[config.mk]
export PLATFORM = sky130hd
export DESIGN_NAME = keyseq_wdog
export DESIGN_NICKNAME = d
export VERILOG_FILES = /design/src/rtl/kwd_pkg.sv /design/src/rtl/kwd_keyfsm.sv /design/src/rtl/kwd_count64.sv /design/src/rtl/kwd_pulse.sv /design/src/rtl/keyseq_wdog.sv
export SDC_FILE = /design/constraint.sdc
export NUM_CORES = 1
export LEC_CHECK = 0
export BUFFER_PORTS_ARGS = -buffer_cell sky130_fd_sc_hd__buf_4
export CAP_MARGIN = 20
export CORE_ASPECT_RATIO = 0.7
export CORE_UTILIZATION = 36
export CTS_CLUSTER_SIZE = 20
export DETAILED_ROUTE_END_ITERATION = 8
export HOLD_SLACK_MARGIN = 0.15
export SLEW_MARGIN = 20
export SYNTH_ARGS = -nofsm -noshare
export SYNTH_HDL_FRONTEND = slang
export SYNTH_SLANG_ARGS = --single-unit
[constraint.sdc]
create_clock -name clk -period 3.8 [get_ports clk]
set_clock_uncertainty 0.1 [all_clocks]
set_input_delay 0.76 -clock clk [delete_from_list [all_inputs] [get_ports clk]]
set_output_delay 0.76 -clock clk [all_outputs]
set_load 0.02 [all_outputs]
[src/rtl/kwd_pkg.sv]
package kwd_pkg;
    typedef enum logic [1:0] {KS_OFF, KS_PRE, KS_RUN, KS_SVC} kstate_e;

    localparam logic [15:0] KEY_ARM = 16'hA5C6;
    localparam logic [15:0] KEY_RUN = 16'hDA7E;

    localparam int unsigned EN_BIT   = 14;
    localparam int unsigned FLAG_BIT = 15;
    localparam int unsigned KEY_LSB  = 16;

    localparam logic [7:0] OFS_CNT_LO = 8'h10;
    localparam logic [7:0] OFS_CNT_HI = 8'h14;
    localparam logic [7:0] OFS_PRD_LO = 8'h18;
    localparam logic [7:0] OFS_PRD_HI = 8'h1C;
    localparam logic [7:0] OFS_TCTL   = 8'h20;
    localparam logic [7:0] OFS_GCTL   = 8'h24;
    localparam logic [7:0] OFS_WCTL   = 8'h28;

    localparam logic [1:0] TMODE_WDOG = 2'd2;
endpackage

[src/rtl/kwd_keyfsm.sv]
module kwd_keyfsm
    import kwd_pkg::*;
(
    input  logic        clk,
    input  logic        rst_n,
    input  logic        key_wr,
    input  logic [15:0] key,
    input  logic        en_bit,
    output logic        armed,
    output logic        running,
    output logic        svc_done,
    output logic        bad_key
);
    typedef struct packed {
        kstate_e st;
    } fsm_s;

    fsm_s fsm_d, fsm_q;

    always_comb begin
        fsm_d    = fsm_q;
        svc_done = 1'b0;
        bad_key  = 1'b0;
        if (key_wr) begin
            unique case (fsm_q.st)
                KS_OFF: if (en_bit && key == KEY_ARM) fsm_d.st = KS_PRE;
                KS_PRE: if (key == KEY_RUN) fsm_d.st = KS_RUN; else bad_key = 1'b1;
                KS_RUN: if (key == KEY_ARM) fsm_d.st = KS_SVC; else bad_key = 1'b1;
                KS_SVC: begin
                    if (key == KEY_RUN) begin
                        fsm_d.st = KS_RUN;
                        svc_done = 1'b1;
                    end else begin
                        bad_key = 1'b1;
                    end
                end
                default: fsm_d.st = KS_OFF;
            endcase
        end
    end

    always_ff @(posedge clk or negedge rst_n) begin
        if (!rst_n) fsm_q <= '{st: KS_OFF};
        else        fsm_q <= fsm_d;
    end

    assign armed   = (fsm_q.st != KS_OFF);
    assign running = (fsm_q.st == KS_RUN) || (fsm_q.st == KS_SVC);
endmodule

[src/rtl/kwd_count64.sv]
module kwd_count64 #(
    parameter int unsigned HALF_W = 32,
    localparam int unsigned FULL_W = 2 * HALF_W
) (
    input  logic              clk,
    input  logic              rst_n,
    input  logic              wr_cnt_lo,
    input  logic              wr_cnt_hi,
    input  logic              wr_prd_lo,
    input  logic              wr_prd_hi,
    input  logic [HALF_W-1:0] wdata,
    input  logic              count_en,
    input  logic              restart,
    output logic [FULL_W-1:0] cnt,
    output logic [FULL_W-1:0] prd,
    output logic              hit
);
    typedef struct packed {
        logic [FULL_W-1:0] cnt;
        logic [FULL_W-1:0] prd;
    } cnt_s;

    cnt_s c_d, c_q;

    assign hit = count_en && (c_q.cnt == c_q.prd);

    always_comb begin
        c_d = c_q;
        if (hit) begin
            c_d.cnt = c_q.cnt;
        end else if (restart) begin
            c_d.cnt = '0;
        end else if (count_en) begin
            c_d.cnt = c_q.cnt + 1'b1;
        end else begin
            if (wr_cnt_lo) c_d.cnt[HALF_W-1:0]      = wdata;
            if (wr_cnt_hi) c_d.cnt[FULL_W-1:HALF_W] = wdata;
        end
        if (wr_prd_lo) c_d.prd[HALF_W-1:0]      = wdata;
        if (wr_prd_hi) c_d.prd[FULL_W-1:HALF_W] = wdata;
    end

    always_ff @(posedge clk or negedge rst_n) begin
        if (!rst_n) c_q <= '0;
        else        c_q <= c_d;
    end

    assign cnt = c_q.cnt;
    assign prd = c_q.prd;
endmodule

[src/rtl/kwd_pulse.sv]
module kwd_pulse #(
    parameter int unsigned LEN = 4,
    localparam int unsigned CW = $clog2(LEN + 1)
) (
    input  logic clk,
    input  logic rst_n,
    input  logic trig,
    output logic pulse
);
    logic [CW-1:0] left_d, left_q;

    always_comb begin
        left_d = left_q;
        if (trig)              left_d = CW'(LEN);
        else if (left_q != '0) left_d = left_q - 1'b1;
    end

    always_ff @(posedge clk or negedge rst_n) begin
        if (!rst_n) left_q <= '0;
        else        left_q <= left_d;
    end

    assign pulse = (left_q != '0);
endmodule

[src/rtl/keyseq_wdog.sv]
module keyseq_wdog
    import kwd_pkg::*;
#(
    parameter int unsigned ADDR_W    = 8,
    parameter int unsigned DATA_W    = 32,
    parameter int unsigned PULSE_LEN = 4,
    localparam int unsigned FULL_W   = 2 * DATA_W
) (
    input  logic              clk,
    input  logic              rst_n,
    input  logic [ADDR_W-1:0] bus_addr,
    input  logic [DATA_W-1:0] bus_wdata,
    input  logic              bus_wr,
    input  logic              bus_rd,
    output logic [DATA_W-1:0] bus_rdata,
    output logic              rst_req
);
    typedef struct packed {
        logic [1:0]        run_mode;
        logic [1:0]        tmr_mode;
        logic [1:0]        half_rel;
        logic              flag;
        logic [DATA_W-1:0] rdata;
    } top_s;

    top_s t_d, t_q;

    logic armed, running, svc_done, bad_key;
    logic hit, count_en, trig, cfg_open, flag;
    logic [FULL_W-1:0] cnt, prd;
    logic wr_cnt_lo, wr_cnt_hi, wr_prd_lo, wr_prd_hi, wr_tctl, wr_gctl, wr_wctl;

    assign cfg_open  = !armed;
    assign wr_cnt_lo = bus_wr && cfg_open && bus_addr == ADDR_W'(OFS_CNT_LO);
    assign wr_cnt_hi = bus_wr && cfg_open && bus_addr == ADDR_W'(OFS_CNT_HI);
    assign wr_prd_lo = bus_wr && cfg_open && bus_addr == ADDR_W'(OFS_PRD_LO);
    assign wr_prd_hi = bus_wr && cfg_open && bus_addr == ADDR_W'(OFS_PRD_HI);
    assign wr_tctl   = bus_wr && cfg_open && bus_addr == ADDR_W'(OFS_TCTL);
    assign wr_gctl   = bus_wr && cfg_open && bus_addr == ADDR_W'(OFS_GCTL);
    assign wr_wctl   = bus_wr && bus_addr == ADDR_W'(OFS_WCTL);

    kwd_keyfsm u_keys (
        .clk      (clk),
        .rst_n    (rst_n),
        .key_wr   (wr_wctl),
        .key      (bus_wdata[KEY_LSB +: 16]),
        .en_bit   (bus_wdata[EN_BIT]),
        .armed    (armed),
        .running  (running),
        .svc_done (svc_done),
        .bad_key  (bad_key)
    );

    assign count_en = running && !t_q.flag
                   && t_q.tmr_mode == TMODE_WDOG
                   && t_q.half_rel == 2'b11
                   && (t_q.run_mode == 2'd1 || t_q.run_mode == 2'd2);

    kwd_count64 #(.HALF_W(DATA_W)) u_count (
        .clk       (clk),
        .rst_n     (rst_n),
        .wr_cnt_lo (wr_cnt_lo),
        .wr_cnt_hi (wr_cnt_hi),
        .wr_prd_lo (wr_prd_lo),
        .wr_prd_hi (wr_prd_hi),
        .wdata     (bus_wdata),
        .count_en  (count_en),
        .restart   (svc_done),
        .cnt       (cnt),
        .prd       (prd),
        .hit       (hit)
    );

    assign trig = (hit || bad_key) && !t_q.flag;

    kwd_pulse #(.LEN(PULSE_LEN)) u_pulse (
        .clk   (clk),
        .rst_n (rst_n),
        .trig  (trig),
        .pulse (rst_req)
    );

    always_comb begin
        t_d = t_q;
        if (wr_tctl) t_d.run_mode = bus_wdata[7:6];
        if (wr_gctl) begin
            t_d.tmr_mode = bus_wdata[3:2];
            t_d.half_rel = bus_wdata[1:0];
        end
        t_d.flag = t_q.flag || hit || bad_key;
        if (bus_rd) begin
            t_d.rdata = '0;
            case (bus_addr)
                ADDR_W'(OFS_CNT_LO): t_d.rdata = cnt[DATA_W-1:0];
                ADDR_W'(OFS_CNT_HI): t_d.rdata = cnt[FULL_W-1:DATA_W];
                ADDR_W'(OFS_PRD_LO): t_d.rdata = prd[DATA_W-1:0];
                ADDR_W'(OFS_PRD_HI): t_d.rdata = prd[FULL_W-1:DATA_W];
                ADDR_W'(OFS_TCTL):   t_d.rdata[7:6] = t_q.run_mode;
                ADDR_W'(OFS_GCTL):   t_d.rdata[3:0] = {t_q.tmr_mode, t_q.half_rel};
                ADDR_W'(OFS_WCTL): begin
                    t_d.rdata[FLAG_BIT] = t_q.flag;
                    t_d.rdata[EN_BIT]   = armed;
                end
                default: t_d.rdata = '0;
            endcase
        end
    end

    always_ff @(posedge clk or negedge rst_n) begin
        if (!rst_n) t_q <= '0;
        else        t_q <= t_d;
    end

    assign bus_rdata = t_q.rdata;
    assign flag      = t_q.flag;
endmodule


## Word level (Yosys, flattened, before mapping)

Index checks and enable logic that the tools add are counted.

- Bits in registers: 172
- Input port bits: 44
- Output and inout port bits: 33
- Word-level logic and storage cells: 89

- Add/subtract/negate cells: 2
- Equality and inequality tests: 20
- Mux-type cells: 23
- Bitwise logic cells: 1
- Reductions and logical operators: 32

Operators with widths:

| operator | count |
|---|---|
| 2-to-1 mux 64 bit | 2 |
| adder 64 x 1 -> 64 bit, second input constant | 1 |
| == test 64 bit | 1 |
| 2-to-1 mux 32 bit | 2 |
| one-hot mux 16 bit (4 select lines) | 1 |
| == test 16 bit, second input constant | 2 |
| == test 8 x 5 -> 1 bit, second input constant | 4 |
| == test 8 x 6 -> 1 bit, second input constant | 3 |
| one-hot mux 6 bit (4 select lines) | 1 |
| one-hot mux 2 bit (5 select lines) | 2 |
| one-hot mux 4 bit (5 select lines) | 1 |
| logical AND 1 bit | 15 |
| == test 2 bit, second input constant | 5 |
| nonzero test 3 bit | 3 |
| one-hot mux 2 bit (4 select lines) | 1 |
| 2-to-1 mux 1 bit | 6 |
| 2-to-1 mux 2 bit | 3 |
| 2-to-1 mux 3 bit | 2 |
| != test 2 x 1 -> 1 bit, second input constant | 3 |
| one-hot mux 2 bit (3 select lines) | 1 |
| logical OR 1 bit | 5 |
| == test 2 x 1 -> 1 bit, second input constant | 2 |
| AND reduction 2 bit | 2 |
| AND reduction 4 bit | 1 |
| 7 further kinds | 9 |

## Longest topological paths before layout

Gate-level depths: netlist of run 1.

- Word-level depth: 10
- Mapped depth: 10
- Mapped depth without buffers: 8

## Modules after synthesis

A second synthesis of run 1 with hierarchy kept.

- Cell total of the unflattened synthesis: 1119
- Area total of the unflattened synthesis: 10991.8 µm²

By module, submodules not included:

| module | times used | cells an instance | area each (µm²) | sequential area each (µm²) |
|---|---|---|---|---|
| kwd_count64 | 1 | 811 | 7771.2 | 3203.1 |
| keyseq_wdog | 1 | 268 | 2816.5 | 975.9 |
| kwd_keyfsm | 1 | 24 | 226.5 | 50.0 |
| kwd_pulse | 1 | 16 | 177.7 | 75.1 |

## Worst setup path after synthesis of run 1

OpenSTA, ideal clock, no wires.

- Path type: input -> register
- Start point: input bus_wdata[23]
- End point: register u_count.c_q (netlist bit u_count.cnt[36])
- Setup time: 0.134 ns
- Data arrival time: 2.586 ns
- Data required time: 3.566 ns
- Setup slack: 0.980 ns
- Stages: 9
- Path buffers: 2
- Cell sequence: or4b_1 nor3_1 nand4_1 o311ai_0 o21ai_1 buf_2 buf_2 o21ai_0 o41ai_1

- Word-level cells in the longest chain between the ends: 6
- Elaborated cells between the ends (all ways): 7
- Those cells by class: eq/ne (1); mux (4); reduce/logical (2)

Ends and longest elaborated chain:

| what | RTL line | RTL |
|---|---|---|
| start: declaration | keyseq_wdog.sv:12 | `input logic [DATA_W-1:0] bus_wdata,` |
| == test 16 bit * | kwd_keyfsm.sv:30 | `if (key == KEY_RUN) begin` |
| 2-to-1 mux 1 bit * | kwd_keyfsm.sv:30 |  |
| 2-to-1 mux 1 bit * | kwd_keyfsm.sv:25 | `unique case (fsm_q.st)` |
| 2-to-1 mux 1 bit * | kwd_keyfsm.sv:24 | `if (key_wr) begin` |
| nonzero test 3 bit (no line) | -- |  |
| AND reduction 2 bit (no line) | -- |  |
| end signal: assignment | kwd_count64.sv:44 | `if (!rst_n) c_q <= '0;` |
| end signal: assignment | kwd_count64.sv:45 | `else c_q <= c_d;` |
| end: declaration | kwd_count64.sv:23 | `cnt_s c_d, c_q;` |

Mark *: on every way between the ends. The rest lies on a longest branch, timed or not.
A chain may end at the register's enable or synchronous reset.

## Final worst setup path of run 1

- Start point: register u_count.c_q (netlist bit u_count.cnt[42])
- End point: register u_count.c_q (netlist bit u_count.cnt[48])

- Word-level cells in the longest chain between the ends: 4
- Elaborated cells between the ends (all ways): 7
- Those cells by class: add/sub (1); eq/ne (1); mux (2); bitwise (1); reduce/logical (2)

Ends and longest elaborated chain:

| what |
|---|
| parallel branches: the longest is 4 deep, another holds adder 64 x 1 -> 64 bit |

Several ways; the timed one is not identified.

==> results of run 1 <==
-- routing by layer --
| layer | track usage | vias to the layer above | routed length [um] |
|---|---|---|---|
| li1 | - | 4183 | - |
| met1 | 0.387 | 4698 | 18000 |
| met2 | 0.337 | 483 | 15100 |
| met3 | 0.124 | 45 | 5460 |
| met4 | 0.0744 | 0 | 684 |
| met5 | 0 | - | 0 |
-- how the worst max path moves through the flow --
stage | from | endpoint | slack (ns) | cells after the start
finish | u_count.cnt[42]$_DFFE_PN0P_ | u_count.cnt[48]$_DFFE_PN0P_ | 0.52 | 9
global route | u_count.cnt[11]$_DFFE_PN0P_ | u_count.cnt[41]$_DFFE_PN0P_ | 0.34 | 9
CTS | flag$_DFF_PN0_ | u_count.cnt[39]$_DFFE_PN0P_ | 0.56 | 9
detailed placement | bus_wdata[23] | u_count.cnt[39]$_DFFE_PN0P_ | 0.44 | 10
global placement | bus_addr[2] | u_count.cnt[29]$_DFFE_PN0P_ | 0.43 | 8
floorplan | bus_wdata[23] | u_count.cnt[36]$_DFFE_PN0P_ | 0.98 | 9
-- flip-flops by register name, summed over array words and instances (netlist names) --
register / flops
flag: 1
u_count.cnt: 64
bus_rdata: 32
u_keys.fsm_q: 2
u_count.prd: 64
u_pulse.left_q: 3
t_q: 6
-- critical path, cell delays in order (launching register included) --
cell and delay, ns:
dfrtp_1 0.49, xnor2_1 0.58, nand2_1 0.15, nor3_1 0.26, nand4_1 0.31, o21ai_2 0.23
buf_4 0.39, nand2b_1 0.16, buf_4 0.27, o21ai_0 0.15
-- power by group --
group / switching (mW) / leakage [nW] / internal, mW
clock: 0.826 / 0.304 / 1.07
combinational: 0.200 / 2.69 / 0.127
sequential: 0.0119 / 2.37 / 1.85
-- layout by cell type, fill, tap and decap left out, drive strengths merged, types with 5 or more instances in the layout --
| cell | n |
|---|---|
| dfrtp | 172 |
| buf | 125 |
| o21ai | 109 |
| nand2 | 78 |
| mux2 | 71 |
| nor2 | 69 |
| nand3 | 58 |
| xnor2 | 57 |
| a21oi | 50 |
| nand4 | 49 |
| inv | 40 |
| mux4 | 32 |
| nor3 | 30 |
| and3 | 19 |
| clkbuf | 18 |
| nor4 | 18 |
| a22oi | 11 |
| o31ai | 10 |
| and2 | 9 |
| xor2 | 9 |
| a31oi | 9 |
| nand2b | 8 |
| a2bb2oi | 7 |
| and4 | 7 |
| o31a | 6 |
| o21a | 6 |
| o211ai | 6 |
| or4 | 6 |
| nor2b | 5 |
| or3 | 5 |
| a22o | 5 |
| or2 | 5 |
-- kinds of logic (layout without fill, tap and decap cells) --
logic type                 after synthesis  count (layout)  share of synthesized area
and+or+nand+nor                        382             382                      0.191
AOI/OAI and AO/OA                      253             253                      0.145
DFF                                    172             172                      0.401
buffers and inverters                  145             191                     0.0637
muxes                                  104             104                      0.142
xor gates and xnor gates                66              66                     0.0538
adders and majority gates                3               3                    0.00349
-- final cells by class --
| cell class | instances | area, um^2 |
|---|---|---|
| Sequential cell | 172 | 4300 |
| Clock buffer | 18 | 439 |
| Fill cell | 2849 | 16900 |
| Tap cell | 378 | 473 |
| Multi-Input combinational cell | 808 | 5790 |
| Clock inverter | 14 | 180 |
| Inverter | 34 | 128 |
| Timing Repair Buffer | 125 | 967 |
-- per-stage QoR --
| stage | hold slack [ns] | power (mW) | utilization | setup slack, ns |
|---|---|---|---|---|
| finish | 0.152 | 4.08 | 0.421 | 0.518 |
| global route | 0.185 | 4.22 | 0.421 | 0.342 |
| CTS | 0.171 | 4.12 | 0.421 | 0.563 |
| detailed placement | 0.416 | 2.22 | 0.400 | 0.441 |
| global placement | 0.403 | 2.22 | 0.400 | 0.428 |
| floorplan | 0.364 | 2.07 | - | 0.980 |
==> impl_metrics.yaml, run 1 <==
floorplan:
  start_util: 0.369
  dieHeight_um: 147
  io_pins: 77
  die_w_um: 208
  core_mm2: 0.0291
  die-area_mm2: 0.0305
  rows: 52
worst_setup_path:
  critPathArrivalTime_ns: 3.50
  reg2reg_from: "u_count.cnt[42]$_DFFE_PN0P_"
  critPathKind: "register to register"
  r2r_slack_ns: 0.52
  reg2reg_depth: 9
  start_kind: "register"
  critPathMaxFanout: 40
  critPathRequiredTime_ns: 4.02
  worstSetupEndpointType: "register"
  reg2reg_to: "u_count.cnt[48]$_DFFE_PN0P_"
clock_network:
  post_cts_resized: 0
  cts_buffers: 17
  path_clk_slew_ns: 0.07
  cts_sinks: 172
  cts_tree: "yes"
  ctsLongestPathBuffers: 2
  clk-insertion-delay-late_ns: 0.46
  cts_hold_buf: 0
  h-tree-depth: 4
  post_cts_buffers: 0
  cts_root_buffer: "clkbuf_16"
global_routing:
  grt_usage: 0.264
  grt-ovfl-total: 0
  grt_pass1_wl_mm: 59.0
  grt_start_max_net_pins: 79
  antenna_found_initial: 1
  grt_pass1_vias: 8791
logic_synthesis:
  synth_most_common_cell: "dfrtp_1"
  synth_top_flop_cell: "dfrtp_1"
  ys_seq_elements: 172
  synth_nets: 1172
  synth.area.top_cells: "dfrtp_1 (40%), mux2_2 (7.4%), mux4_2 (6.7%)"
  syn_area_mm2: 0.0107
  syn_area_per_cell_um2: 9.55
  synth_top_cell_by_area: "dfrtp_1"
  synth_cells: 1125
  ys_seq_area_frac: 0.401
  synthArstFlopShare: 1.00
  ys_top_cells_by_count: "dfrtp_1 (172), o21ai_0 (108), nand2_1 (78), mux2_2 (71), nor2_1 (68)"
  yosysWarnings: 0
  post-synth-top-area-fraction: 0.401
  synth_edf_count: 0
  synth.distinct_cells: 71
timing:
  setup_viol: 0
  rsz0062_at_grt: "no"
  worstMarginPinSlew_ns: 0.894
  period_needed_ns: 3.28
  slew_violations: 0
  fin_setup_tns_ns: 0
  finalCritPeriodShare: 0.864
  maxSlewHeadroom: 0.403
  hold_viol_final: 0
  max_freq_mhz: 305
run:
  cap_violations: 0
drt:
  drt_iter0_drc: 1133
  viasPerCell: 6.07
  drt-pass1-iter-count: 5
  routed_wl_mm: 39.2
  drt-wirelength-per-cell_um: 25.3
  ant_nets: 0
  vias: 9409
  remaining_drc_errors: 0
placement:
  gp_congestion: 1.02
  postPlaceCellArea_mm2: 0.0117
  placedCellCount: 1517
  portBuffers: 76
  dp_hpwl_mm: 29.8
cells_and_area:
  n_antenna_cell: 0
  drive_gt1_frac: 0.240
  fin_area_mm2: 0.0123
  nets: 1205
  finalNonFillerCells: 1549
  area_growth_pct: 14.3
pwr:
  ir_worst_vdd_v: 0.000293
  p_per_area_mw_per_mm2: 333
  p_leak_nw: 5.36
hold_path:
  holdCritPathClass: "primary input to async pin"
status:
  status: "finished, final reports clean"
No activity file was read; power rests on OpenSTA's default activity.
==> run 2, diff against run 1 <==
--- a/config.mk
+++ b/config.mk
@@ -5,6 +5,7 @@
 export SDC_FILE = /design/constraint.sdc
 export NUM_CORES = 1
 export LEC_CHECK = 0
+export ABC_AREA = 1
 export BUFFER_PORTS_ARGS = -buffer_cell sky130_fd_sc_hd__buf_4
 export CAP_MARGIN = 20
 export CORE_ASPECT_RATIO = 0.7
==> run 2 against run 1 <==
  * Non-clock buffer count decreased by 6
  * Worst setup slack improved by 0.26 ns
  * Sequential share of layout area decreased by 3.9 points
  * Clock power about the same
  * Area after synthesis increased by 14%
  * First-iteration DRC count increased by 56%
  * Utilization decreased by 0.90 points
  * Synthesized cell count increased by 71%
  * Count of clock-buffer cells in the layout unchanged
  * Design area increased by 13%
  * Sequential power about the same
  * Combinational power decreased by 35%
  * Critical path type unchanged
  * Critical endpoint is now u_count.cnt[55]$_DFFE_PN0P_
  * Largest power group unchanged
==> impl_metrics.yaml, run 2 <==
timing:
  setup_viol: 0
  worstMarginPinSlew_ns: 1.01
  maxSlewHeadroom: 0.319
  period_needed_ns: 3.03
  rsz0062_at_grt: "no"
  finalHoldWorstSlack_ns: 0.224
  slew_violations: 0
  finalCritPeriodShare: 0.796
  max_freq_mhz: 330
  fin_setup_tns_ns: 0
  hold_viol_final: 0
logic_synthesis:
  ys_seq_area_frac: 0.350
  ys_seq_elements: 172
  synthArstFlopShare: 1.00
  synth_top_flop_cell: "dfrtp_1"
  synth.distinct_cells: 44
  synth_edf_count: 0
  synth_top_cell_by_area: "dfrtp_1"
  synth_cells: 1928
  yosysWarnings: 0
  ys_top_cells_by_count: "nand2_1 (699), nor2_1 (303), inv_1 (197), dfrtp_1 (172), o21ai_0 (142)"
  synth_most_common_cell: "nand2_1"
  synth_nets: 1975
  syn_area_per_cell_um2: 6.37
  syn_area_mm2: 0.0123
  synth.area.top_cells: "dfrtp_1 (35%), nand2_1 (21%), nor2_1 (9.3%)"
  post-synth-top-area-fraction: 0.350
global_routing:
  grt_pass1_vias: 12100
  grt-ovfl-total: 0
  grt_pass1_wl_mm: 83.2
  antenna_found_initial: 0
  grt_start_max_net_pins: 72
  grt_usage: 0.338
floorplan:
  die_w_um: 223
  rows: 56
  core_mm2: 0.0336
  start_util: 0.366
  die-area_mm2: 0.0349
  dieHeight_um: 157
  io_pins: 77
worst_setup_path:
  reg2reg_from: "u_count.cnt[19]$_DFFE_PN0P_"
  endpoint: "u_count.cnt[55]$_DFFE_PN0P_"
  critPathKind: "register to register"
  worstSetupEndpointType: "register"
  critPathMaxFanout: 14
  reg2reg_to: "u_count.cnt[55]$_DFFE_PN0P_"
  critPathRequiredTime_ns: 4.02
  start_kind: "register"
  reg2reg_depth: 11
  critPathArrivalTime_ns: 3.25
  startpoint: "u_count.cnt[19]$_DFFE_PN0P_"
  r2r_slack_ns: 0.77
clock_network:
  post_cts_resized: 0
  cts_hold_buf: 0
  cts_tree: "yes"
  cts_buffers: 17
  clk-insertion-delay-late_ns: 0.47
  ctsLongestPathBuffers: 2
  path_clk_slew_ns: 0.07
  cts_root_buffer: "clkbuf_16"
  post_cts_buffers: 0
  h-tree-depth: 4
  cts_sinks: 172
drt:
  drt-wirelength-per-cell_um: 24.1
  drt_iter0_drc: 1763
  viasPerCell: 5.50
  routed_wl_mm: 58.3
  remaining_drc_errors: 0
  ant_nets: 0
  drt-pass1-iter-count: 8
  vias: 13300
cells_and_area:
  final_common_cell: "nand2_1"
  finalNonFillerCells: 2418
  mostFrequentLayoutCells: "nand2_1 (698), nor2_1 (302), inv_1 (197)"
  area_growth_pct: 12.6
  nets: 2018
  drive_gt1_frac: 0.101
  n_antenna_cell: 0
  num-fill-cells: 3571
placement:
  gp_congestion: 1.01
  dp_hpwl_mm: 46.5
  portBuffers: 76
  placedCellCount: 2387
pwr:
  ir_worst_vdd_v: 0.000283
  p_per_area_mw_per_mm2: 284
  p_leak_nw: 6.29
run:
  cap_violations: 0
status:
  status: "finished, final reports clean"
hold_path:
  holdCritPathClass: "primary input to async pin"
-- run 2: cell count changes after synthesis, moves of 25 or more --
cell	before	now
nand2_1	78	699
nor2_1	68	303
inv_1	34	197
xnor2_1	57	7
mux2_2	71	24
a21oi_1	50	13
o21ai_0	108	142
mux4_2	32	0
nand3_1	58	90
clkbuf_1	53	28
-- run 2: power breakdown --
group	switching (mW)	internal [mW]
logic	0.142	0.0695
clock network	0.825	1.05
registers	0.00328	1.84
-- run 2: stage by stage --
step                power [mW]  instance area [um^2]  worst slack (ns)   util
finish                    3.93                 13800             0.774  0.412
global route              4.04                 13800             0.543  0.412
CTS                       3.96                 13800             0.875  0.412
detailed placement        2.08                 13200             0.637  0.394
global placement          2.08                 13200             0.589  0.394
floorplan                 1.96                 12300              1.50      -
-- run 2: cell families (layout without fill, tap and decap cells) --
logic type,after synthesis,after routing,share of synthesized area
muxes,24,24,0.0220
and+or+nand+nor,1175,1175,0.393
buffers and inverters,299,354,0.107
DFF,172,172,0.350
xor gates and xnor gates,35,35,0.0249
AOI/OAI and AO/OA,220,220,0.0998
adders and majority gates,3,3,0.00306
-- run 2: worst min path at each step --
stage / to / slack [ns] / depth (start not counted)
after floorplan: bus_rdata[0]$_DFFE_PN0P_ / 0.36 / 0
after global placement: bus_rdata[28]$_DFFE_PN0P_ / 0.39 / 1
after detailed placement: u_count.prd[14]$_DFFE_PN0P_ / 0.40 / 2
after CTS: bus_rdata[10]$_DFFE_PN0P_ / 0.24 / 1
after global routing: u_count.prd[7]$_DFFE_PN0P_ / 0.26 / 1
final: u_count.prd[47]$_DFFE_PN0P_ / 0.22 / 1
-- run 2: layout make-up --
type	count	area [um^2]	share of cell area
clock inverter	13	166	0.0120
tap	435	544	0.0393
timing repair buffer	119	937	0.0677
clock buffer	18	439	0.0317
multi-input combinational	1457	6680	0.483
inverter	204	766	0.0553
sequential	172	4300	0.311
-- run 2: metal layers --
layer  vias to the layer above  wire length, um  global-route usage
met2                       746            21800               0.447
met3                        72             7990               0.132
met5                         -                0                   0
met4                         0             1030              0.0765
met1                      6322            27600               0.503
li1                       6170                -                   -
-- run 2: critical path, cell delays in order (launching register included) --
cell and delay [ns]:
dfrtp_1 0.71, inv_1 0.21, nand2_1 0.10, nand2_1 0.07
nor2_1 0.21, nand2_1 0.09, nor2_1 0.09, nand2_1 0.06
nor2_1 0.30, nand3_1 0.22, nand2_1 0.52, o21ai_0 0.19
==> run 3, diff against run 2 <==
==> constraint.sdc (replaced) <==
create_clock -name clk -period 2.53 [get_ports clk]
set_clock_uncertainty 0.1 [all_clocks]
set_input_delay 0.506 -clock clk [delete_from_list [all_inputs] [get_ports clk]]
set_output_delay 0.506 -clock clk [all_outputs]
set_load 0.02 [all_outputs]
==> run 3 against run 2 <==
  * Routed wire length rose by 4.1%
  * Worst setup slack got worse by 0.71 ns
  * Highest routed layer unchanged
  * Maximum frequency rose by 23%
  * Global-route usage rose by 1.7 points
  * Utilization rose by 3.3 points
  * Die area did not move
  * Non-clock buffer count rose by 132
  * Register-to-register slack got worse by 0.71 ns
  * Sequential power rose by 50%
==> impl_metrics.yaml, run 3 (synthesis gave the netlist of run 2 again) <==
clock_network:
  path_clk_slew_ns: 0.08
  post_cts_buffers: 0
  ctsLongestPathBuffers: 2
  cts_buffers: 17
  cts_tree: "yes"
  h-tree-depth: 4
  cts_sinks: 172
  clk-insertion-delay-late_ns: 0.47
  cts_root_buffer: "clkbuf_16"
placement:
  gp_congestion: 1.07
  placedCellCount: 2518
  dp_hpwl_mm: 49.1
  portBuffers: 76
worst_setup_path:
  critPathMaxFanout: 30
  r2r_slack_ns: 0.06
  path_common_cell: "nand2_1"
  critPathRequiredTime_ns: 2.78
  critPathArrivalTime_ns: 2.72
  critPathKind: "register to register"
  cp_top_family: "simple AND/OR/NAND/NOR gates"
  path_cells: "inv_1, nand2_1, nand2_1, nor2_1, nand2_1, nor2_1, nand2_1, nor2_1, nand3_1, nand2_2, buf_4, buf_12, nand2_1, o21ai_0"
  start_kind: "register"
  cp_slowest_stage_delay_ns: 0.57
  worstSetupEndpointType: "register"
  crit_buf_inv: 3
  critPathSlowestCell: "dfrtp_1"
global_routing:
  grt_usage: 0.355
  antenna_found_initial: 1
  grt_pass1_vias: 12800
  grt-ovfl-total: 0
  grt_pass1_wl_mm: 87.5
  grt_start_max_net_pins: 65
timing:
  setup_viol: 0
  finalCritPeriodShare: 0.975
  slew_violations: 0
  fin_setup_tns_ns: 0
  period_needed_ns: 2.47
  hold_viol_final: 0
  maxSlewHeadroom: 0.622
  finalHoldWorstSlack_ns: 0.226
  worstMarginPinSlew_ns: 0.567
  rsz0062_at_grt: "no"
  max_freq_mhz: 405
pwr:
  p_per_area_mw_per_mm2: 394
  p_leak_nw: 6.96
  ir_worst_vdd_v: 0.000432
  finalPower_mw: 5.89
drt:
  drt-wirelength-per-cell_um: 23.8
  viasPerCell: 5.44
  routed_wl_mm: 60.7
  drt_iter0_drc: 1689
  drt-pass1-iter-count: 5
  ant_nets: 0
  vias: 13900
  remaining_drc_errors: 0
cells_and_area:
  mostFrequentLayoutCells: "nand2_1 (697), nor2_1 (299), buf_4 (238)"
  final_common_cell: "nand2_1"
  finalNonFillerCells: 2550
  fin_util: 0.445
  drive_gt1_frac: 0.162
  nets: 2150
  area_growth_pct: 21.6
  num-fill-cells: 3585
  n_antenna_cell: 0
floorplan:
  die-area_mm2: 0.0349
  core_mm2: 0.0336
  dieHeight_um: 157
  start_util: 0.366
  rows: 56
  io_pins: 77
  die_w_um: 223
run:
  cap_violations: 0
hold_path:
  holdCritPathClass: "primary input to register"
status:
  status: "finished, final reports clean"
[run 3: layout make-up]
class	instances	area, um^2	share of cell area
multi-input combinational	1457	6700	0.448
sequential	172	4310	0.289
timing repair buffer	251	2030	0.136
inverter	204	766	0.0512
tap	435	544	0.0364
clock buffer	21	450	0.0301
clock inverter	10	141	0.00946
[run 3: per-layer routing]
metal / GRT usage / routed length, um
met5: 0 / 0
met4: 0.0834 / 1130
met3: 0.0943 / 7160
met2: 0.479 / 23200
met1: 0.546 / 29300
[run 3: where the power goes]
| part | total, mW | switching, mW | leakage, nW | internal, mW |
|---|---|---|---|---|
| logic | 0.334 | 0.217 | 4.34 | 0.117 |
| clock network | 2.80 | 1.22 | 0.284 | 1.58 |
| registers | 2.76 | 0.00637 | 2.34 | 2.76 |
[run 3: worst min-delay path: stages]
cell and delay (ns):
buf_4 0.12, inv_1 0.05, o21ai_0 0.07
[run 3: worst paths after layout]
kind,startpoint,endpoint,cells past startpoint
setup / recovery,u_count.cnt[34]$_DFFE_PN0P_,u_count.cnt[9]$_DFFE_PN0P_,14
hold / removal,bus_wdata[4],u_count.prd[36]$_DFFE_PN0P_,3
setup reg to reg,u_count.cnt[34]$_DFFE_PN0P_,u_count.cnt[9]$_DFFE_PN0P_,14
hold reg to reg,bus_rdata[12]$_DFFE_PN0P_,bus_rdata[12]$_DFFE_PN0P_,1
max in group asynchronous,rst_n,u_count.cnt[10]$_DFFE_PN0P_,3
min in group asynchronous,rst_n,bus_rdata[5]$_DFFE_PN0P_,2
[run 3: metrics by stage]
| step | setup WS, ns | cell area (um^2) |
|---|---|---|
| floorplan | 0.484 | 12300 |
| global placement | 0.0387 | 14300 |
| detailed placement | 0.107 | 14300 |
| CTS | 0.0752 | 14900 |
| global route | 0.00992 | 14900 |
| finish | 0.0626 | 14900 |
[run 3: repair_timing]
item	CTS	global route
hold endpoints to repair	47	0
hold buffers	1	0
gates resized for setup	0	13
endpoints found under the setup margin	0	45
